===== src/rtl/rmd_pkg.sv =====
`timescale 1ns/1ps
package rmd_pkg;
  localparam int unsigned OP_W = 3;

  typedef enum logic [OP_W-1:0] {
    OP_ADD = 3'b000,
    OP_SUB = 3'b001,
    OP_AND = 3'b010,
    OP_XOR = 3'b011
  } alu_op_e;

  typedef enum logic {
    RSRC_ALU = 1'b0,
    RSRC_MEM = 1'b1
  } reg_src_e;

  typedef enum logic {
    MSRC_EXT = 1'b0,
    MSRC_REG = 1'b1
  } mem_src_e;
endpackage


===== src/rtl/rmd_alu.sv =====
`timescale 1ns/1ps
module rmd_alu
  import rmd_pkg::*;
#(
  parameter int unsigned DATA_W = 4
) (
  input  logic [OP_W-1:0]   op_i,
  input  logic [DATA_W-1:0] a_i,
  input  logic [DATA_W-1:0] b_i,
  output logic [DATA_W-1:0] res_o
);
  always_comb begin
    unique case (op_i)
      OP_ADD:  res_o = a_i + b_i;
      OP_SUB:  res_o = a_i - b_i;
      OP_AND:  res_o = a_i & b_i;
      OP_XOR:  res_o = a_i ^ b_i;
      default: res_o = '0;
    endcase
  end
endmodule


===== src/rtl/rmd_regfile.sv =====
`timescale 1ns/1ps
module rmd_regfile #(
  parameter int unsigned DATA_W = 4,
  parameter int unsigned REG_N  = 8,
  localparam int unsigned SEL_W = $clog2(REG_N)
) (
  input  logic              clk,
  input  logic              rst_n,
  input  logic              clr_i,
  input  logic              we_i,
  input  logic [SEL_W-1:0]  waddr_i,
  input  logic [DATA_W-1:0] wdata_i,
  input  logic [SEL_W-1:0]  ra_i,
  input  logic [SEL_W-1:0]  rb_i,
  output logic [DATA_W-1:0] rda_o,
  output logic [DATA_W-1:0] rdb_o
);
  logic [REG_N-1:0][DATA_W-1:0] q;
  logic [REG_N-1:0][DATA_W-1:0] q_nxt;
  logic [REG_N-1:0]             q_en;

  for (genvar g = 0; g < REG_N; g++) begin : g_entry
    always_comb begin
      q_en[g]  = clr_i | (we_i & (waddr_i == SEL_W'(g)));
      q_nxt[g] = clr_i ? '0 : wdata_i;
    end

    always_ff @(posedge clk or negedge rst_n) begin
      if (!rst_n)        q[g] <= '0;
      else if (q_en[g])  q[g] <= q_nxt[g];
    end
  end

  assign rda_o = q[ra_i];
  assign rdb_o = q[rb_i];

  assert_clear_all_R8: assert property (@(posedge clk) disable iff (!rst_n)
    clr_i |=> (q == '0));

  assert_write_lands_R5: assert property (@(posedge clk) disable iff (!rst_n)
    (we_i && !clr_i) |=> (q[$past(waddr_i)] == $past(wdata_i)));

  assert_hold_when_idle_R7: assert property (@(posedge clk) disable iff (!rst_n)
    (!we_i && !clr_i) |=> $stable(q));
endmodule


===== src/rtl/rmd_datamem.sv =====
`timescale 1ns/1ps
module rmd_datamem #(
  parameter int unsigned DATA_W = 4,
  parameter int unsigned WORDS  = 16,
  localparam int unsigned ADDR_W = $clog2(WORDS)
) (
  input  logic              clk,
  input  logic              rst_n,
  input  logic              we_i,
  input  logic [ADDR_W-1:0] addr_i,
  input  logic [DATA_W-1:0] wdata_i,
  output logic [DATA_W-1:0] rdata_o
);
  logic [WORDS-1:0][DATA_W-1:0] mem;

  always_ff @(posedge clk) begin
    if (we_i) mem[addr_i] <= wdata_i;
  end

  assign rdata_o = mem[addr_i];

  assert_mem_write_R2: assert property (@(posedge clk) disable iff (!rst_n)
    we_i |=> (mem[$past(addr_i)] == $past(wdata_i)));

  assert_mem_hold_R4: assert property (@(posedge clk) disable iff (!rst_n)
    !we_i |=> $stable(mem));
endmodule


===== src/rtl/rf_mem_datapath.sv =====
`timescale 1ns/1ps
module rf_mem_datapath
  import rmd_pkg::*;
#(
  parameter int unsigned DATA_W = 4,
  parameter int unsigned REG_N  = 8,
  parameter int unsigned WORDS  = 16,
  localparam int unsigned SEL_W  = $clog2(REG_N),
  localparam int unsigned ADDR_W = $clog2(WORDS)
) (
  input  logic              clk,
  input  logic              rst_n,
  input  logic [SEL_W-1:0]  rd_a_sel,
  input  logic [SEL_W-1:0]  rd_b_sel,
  input  logic [SEL_W-1:0]  wr_sel,
  input  logic              reg_we,
  input  logic              reg_clr,
  input  logic              reg_src_mem,
  input  logic [OP_W-1:0]   alu_op,
  input  logic [ADDR_W-1:0] mem_addr,
  input  logic [DATA_W-1:0] ext_data,
  input  logic              mem_we,
  input  logic              mem_src_reg,
  output logic              eq_flag
);
  logic [DATA_W-1:0] opnd_a;
  logic [DATA_W-1:0] opnd_b;
  logic [DATA_W-1:0] alu_res;
  logic [DATA_W-1:0] mem_rd;
  logic [DATA_W-1:0] reg_wdata;
  logic [DATA_W-1:0] mem_wdata;

  always_comb begin
    reg_wdata = (reg_src_e'(reg_src_mem) == RSRC_MEM) ? mem_rd : alu_res;
    mem_wdata = (mem_src_e'(mem_src_reg) == MSRC_REG) ? opnd_a : ext_data;
  end

  rmd_regfile #(.DATA_W(DATA_W), .REG_N(REG_N)) i_regs (
    .clk     (clk),
    .rst_n   (rst_n),
    .clr_i   (reg_clr),
    .we_i    (reg_we),
    .waddr_i (wr_sel),
    .wdata_i (reg_wdata),
    .ra_i    (rd_a_sel),
    .rb_i    (rd_b_sel),
    .rda_o   (opnd_a),
    .rdb_o   (opnd_b)
  );

  rmd_alu #(.DATA_W(DATA_W)) i_alu (
    .op_i  (alu_op),
    .a_i   (opnd_a),
    .b_i   (opnd_b),
    .res_o (alu_res)
  );

  rmd_datamem #(.DATA_W(DATA_W), .WORDS(WORDS)) i_mem (
    .clk     (clk),
    .rst_n   (rst_n),
    .we_i    (mem_we),
    .addr_i  (mem_addr),
    .wdata_i (mem_wdata),
    .rdata_o (mem_rd)
  );

  assign eq_flag = (opnd_a == opnd_b);

  assert_store_from_reg_R3: assert property (@(posedge clk) disable iff (!rst_n)
    (mem_we && mem_src_reg) |=> (mem_rd == $past(opnd_a) || mem_addr != $past(mem_addr)));
endmodule


===== config.mk =====
export PLATFORM = sky130hd
export DESIGN_NAME = rf_mem_datapath
export DESIGN_NICKNAME = d
export VERILOG_FILES = /design/src/rtl/rmd_pkg.sv /design/src/rtl/rmd_alu.sv /design/src/rtl/rmd_regfile.sv /design/src/rtl/rmd_datamem.sv /design/src/rtl/rf_mem_datapath.sv
export SDC_FILE = /design/constraint.sdc
export NUM_CORES = 1
export LEC_CHECK = 0
export BUFFER_PORTS_ARGS = -buffer_cell sky130_fd_sc_hd__buf_2
export CAP_MARGIN = 20
export CORE_UTILIZATION = 45
export CTS_BUF_LIST = sky130_fd_sc_hd__clkbuf_8
export DETAILED_ROUTE_END_ITERATION = 12
export GPL_ROUTABILITY_DRIVEN = 0
export GPL_TIMING_DRIVEN = 0
export MAX_ROUTING_LAYER = met4
export PLACE_DENSITY_LB_ADDON = 0.2
export SYNTH_ARGS = -nofsm -noshare
export SYNTH_HDL_FRONTEND = slang
export SYNTH_HIERARCHICAL = 1
export SYNTH_SLANG_ARGS = --single-unit

===== constraint.sdc =====
create_clock -name clk -period 3.55 [get_ports clk]
set_clock_uncertainty 0.15 [all_clocks]
set_input_delay 0.355 -clock clk [delete_from_list [all_inputs] [get_ports clk]]
set_output_delay 0.355 -clock clk [all_outputs]
set_load 0.005 [all_outputs]

==> results.tsv <==
metric	value	unit
drc	0	
grt_overflow_total	0	
netlist_instances	332	
cts_tree	built	
layout_min_cycle_time	3.40	ns
synthArstFlopShare	33.3	%
maxCapViolations	0	
antenna_found_initial	0	
cts_sinks	96	
antennaDiodeCount	0	
hpwlAfterDp	7170	um
critPathRequiredTime	3.63	ns
vias	2874	
numPortBuffers	17	
synth_top_cell_area_share	38.6	%
worstMarginPinSlew	0.941	ns
holdWs	0.0506	ns
dieHeight	107	um
fmaxAchievable	0.294	GHz
reg2reg_depth	13	
clock_path_buffers	2	
ys_types	38	
path_class	reg2reg	
worst_setup_path_end_kind	flip-flop	
synth_top_area_cell	edfxtp_1	
status	completed	
hold_end	i_regs/q[31]$_DFFE_PN0P_	
placed_area	5240	um^2
finalHoldViolCount	0	
syn_avg_cell_area	15.0	um^2
die_w	107	um
grt_pass1_wl	16200	um
grtUsageMet3	3.89	%
synth-seq-area-share	54.7	%
rrSetupSlack	0.15	ns
grt_pass1_vias	2899	
postLayoutCellArea	5430	um^2
core_area	10800	um^2
power.density	384	nW/um^2
grt_max_degree	33	
met1_usage	28.6	%
drv_slew	0	
worstSetupStartpointType	flip-flop	
vdd_drop_max	197	uV
relSlewSlack	36.7	%
layout-drive-gt1-share	23.7	%
p_leak	2.18	nW
r2r_end	i_regs/q[11]$_DFFE_PN0P_	
min_from	reg_clr	
synth_area	4980	um^2
clkSlewWorstSetupHoldPaths	0.09	ns
synth_edf_count	64	
grt.met2_usage	28.5	%
synth_nets	368	
fillers	904	
drtIter0Drc	274	
synth.area.top_cells	edfxtp_1, dfrtp_1, mux4_1	
area_growth	9.02	%
layout_common_cells	edfxtp_1, nor2_1, mux2i_1	
start_util	46.1	%
finalSetupTns	0	ns
cts-root-buf	clkbuf_8	
insertion_delay	0.36	ns
rr_startpoint	i_regs/q[1]$_DFFE_PN0P_	
vias_per_cell	5.71	
setup_violations	0	
holdCritPathClass	in2reg	
num_rows	38	
layout_commonest_cell	edfxtp_1	
whs_path_depth	2	
die_area	11500	um^2
postRouteAntennaNets	0	
grt.busiest_layer	met1	
cts_made_buffers	9	
nets	394	
rsz0062_at_grt	true	
synth_seq_cells	96	
yosys_warnings	6	
worst_ep_arrival_time	3.48	ns
firstDrtPassIters	5	
avgRoutedWirePerCell	20.1	um
synthFlopType	edfxtp_1	
grtUsageTotal	19.9	%
wirelength	10100	um
io_pins	28	
final.period_utilization	95.8	%
h-tree-depth	3	
crit_fanout	8	
==> final cells by class <==
type,count,area [um^2],area share [%]
clock buffer,9,124,2.28
timing repair buffer,18,95.1,1.75
multi-input combinational,205,2110,38.9
clock inverter,7,50.0,0.922
tap,140,175,3.23
buffer,23,130,2.40
inverter,5,18.8,0.346
sequential,96,2720,50.2
==> Yosys cell counts (all sizes together), types with 5 or more instances <==
cell	instances
nor3	9
ha	8
xor2	5
nand3	10
mux4	32
mux2	16
nor2	43
clkbuf	17
edfxtp	64
inv	5
dfrtp	32
nand2	8
buf	9
mux2i	36
==> worst max path at each step <==
| stage | slack (ns) | cells after the start | endpoint | from |
|---|---|---|---|---|
| after floorplan | 0.009 | 15 | i_regs/q[3]$_DFFE_PN0P_ | rd_b_sel[0] |
| after global placement | -0.38 | 15 | i_regs/q[7]$_DFFE_PN0P_ | rd_b_sel[2] |
| after global routing | -0.004 | 13 | i_regs/q[3]$_DFFE_PN0P_ | i_regs/q[1]$_DFFE_PN0P_ |
| after detailed placement | -0.47 | 15 | i_regs/q[11]$_DFFE_PN0P_ | rd_b_sel[2] |
| final | 0.15 | 13 | i_regs/q[11]$_DFFE_PN0P_ | i_regs/q[1]$_DFFE_PN0P_ |
| after CTS | 0.002 | 13 | i_regs/q[11]$_DFFE_PN0P_ | i_regs/q[4]$_DFFE_PN0P_ |
==> cell families after synthesis <==
group | count (synthesis) | share of synthesized area, %
AOI/OAI and AO/OA | 12 | 1.96
DFF | 96 | 54.7
adders and majority gates | 9 | 2.41
and+or+nand+nor | 93 | 9.88
xor gates and xnor gates | 7 | 1.23
buffers and inverters | 31 | 3.22
muxes | 84 | 26.6
==> flip-flops by register name (all words and copies together) (netlist names) <==
name / flops
i_regs/q: 32
i_mem/mem: 64
==> worst max-delay path, stage by stage, from the launching register on <==
cell and delay (ns):
dfrtp_1 0.41, mux4_2 0.49, mux2_4 0.33, inv_1 0.07, ha_1 0.22, mux2i_2 0.22
ha_1 0.27, nor2b_1 0.13, o21ai_2 0.14, nor3b_2 0.20, a211oi_2 0.09, mux2_4 0.33
mux2i_1 0.15, nor2_1 0.06
==> where the power goes <==
group	switching (mW)	total [mW]	internal (mW)
registers	0.00633	1.22	1.21
clock network	0.381	0.637	0.256
logic	0.133	0.227	0.0938
total	0.520	2.08	1.56
==> layer usage <==
layer / up-vias / part of all wire [%]
li1: 1332 / -
met1: 1458 / 49
met2: 77 / 46
met3: 7 / 4.1
met4: 0 / 1.0
met5: - / 0
==> metrics by stage <==
step                      instances  power [mW]  setup slack, ns  utilization, %
after CTS                       505        2.10          0.00165            50.3
final                           503        2.08            0.149            50.3
after detailed placement        489        1.47           -0.468            48.6
after global routing            503        2.17         -0.00390            50.3
after floorplan                 332        1.39          0.00886               -
after global placement          489        1.46           -0.381            48.6
==> what timing repair did <==
| item | 4_1_cts | 5_1_grt |
|---|---|---|
| buffers inserted | 0 | 0 |
| hold buffers | 1 | 0 |
| hold endpoints to repair | 32 | 0 |
| endpoints found under the setup margin | 8 | 24 |
| gates resized for setup | 3 | 5 |
(Power assumes the default switching activity.)
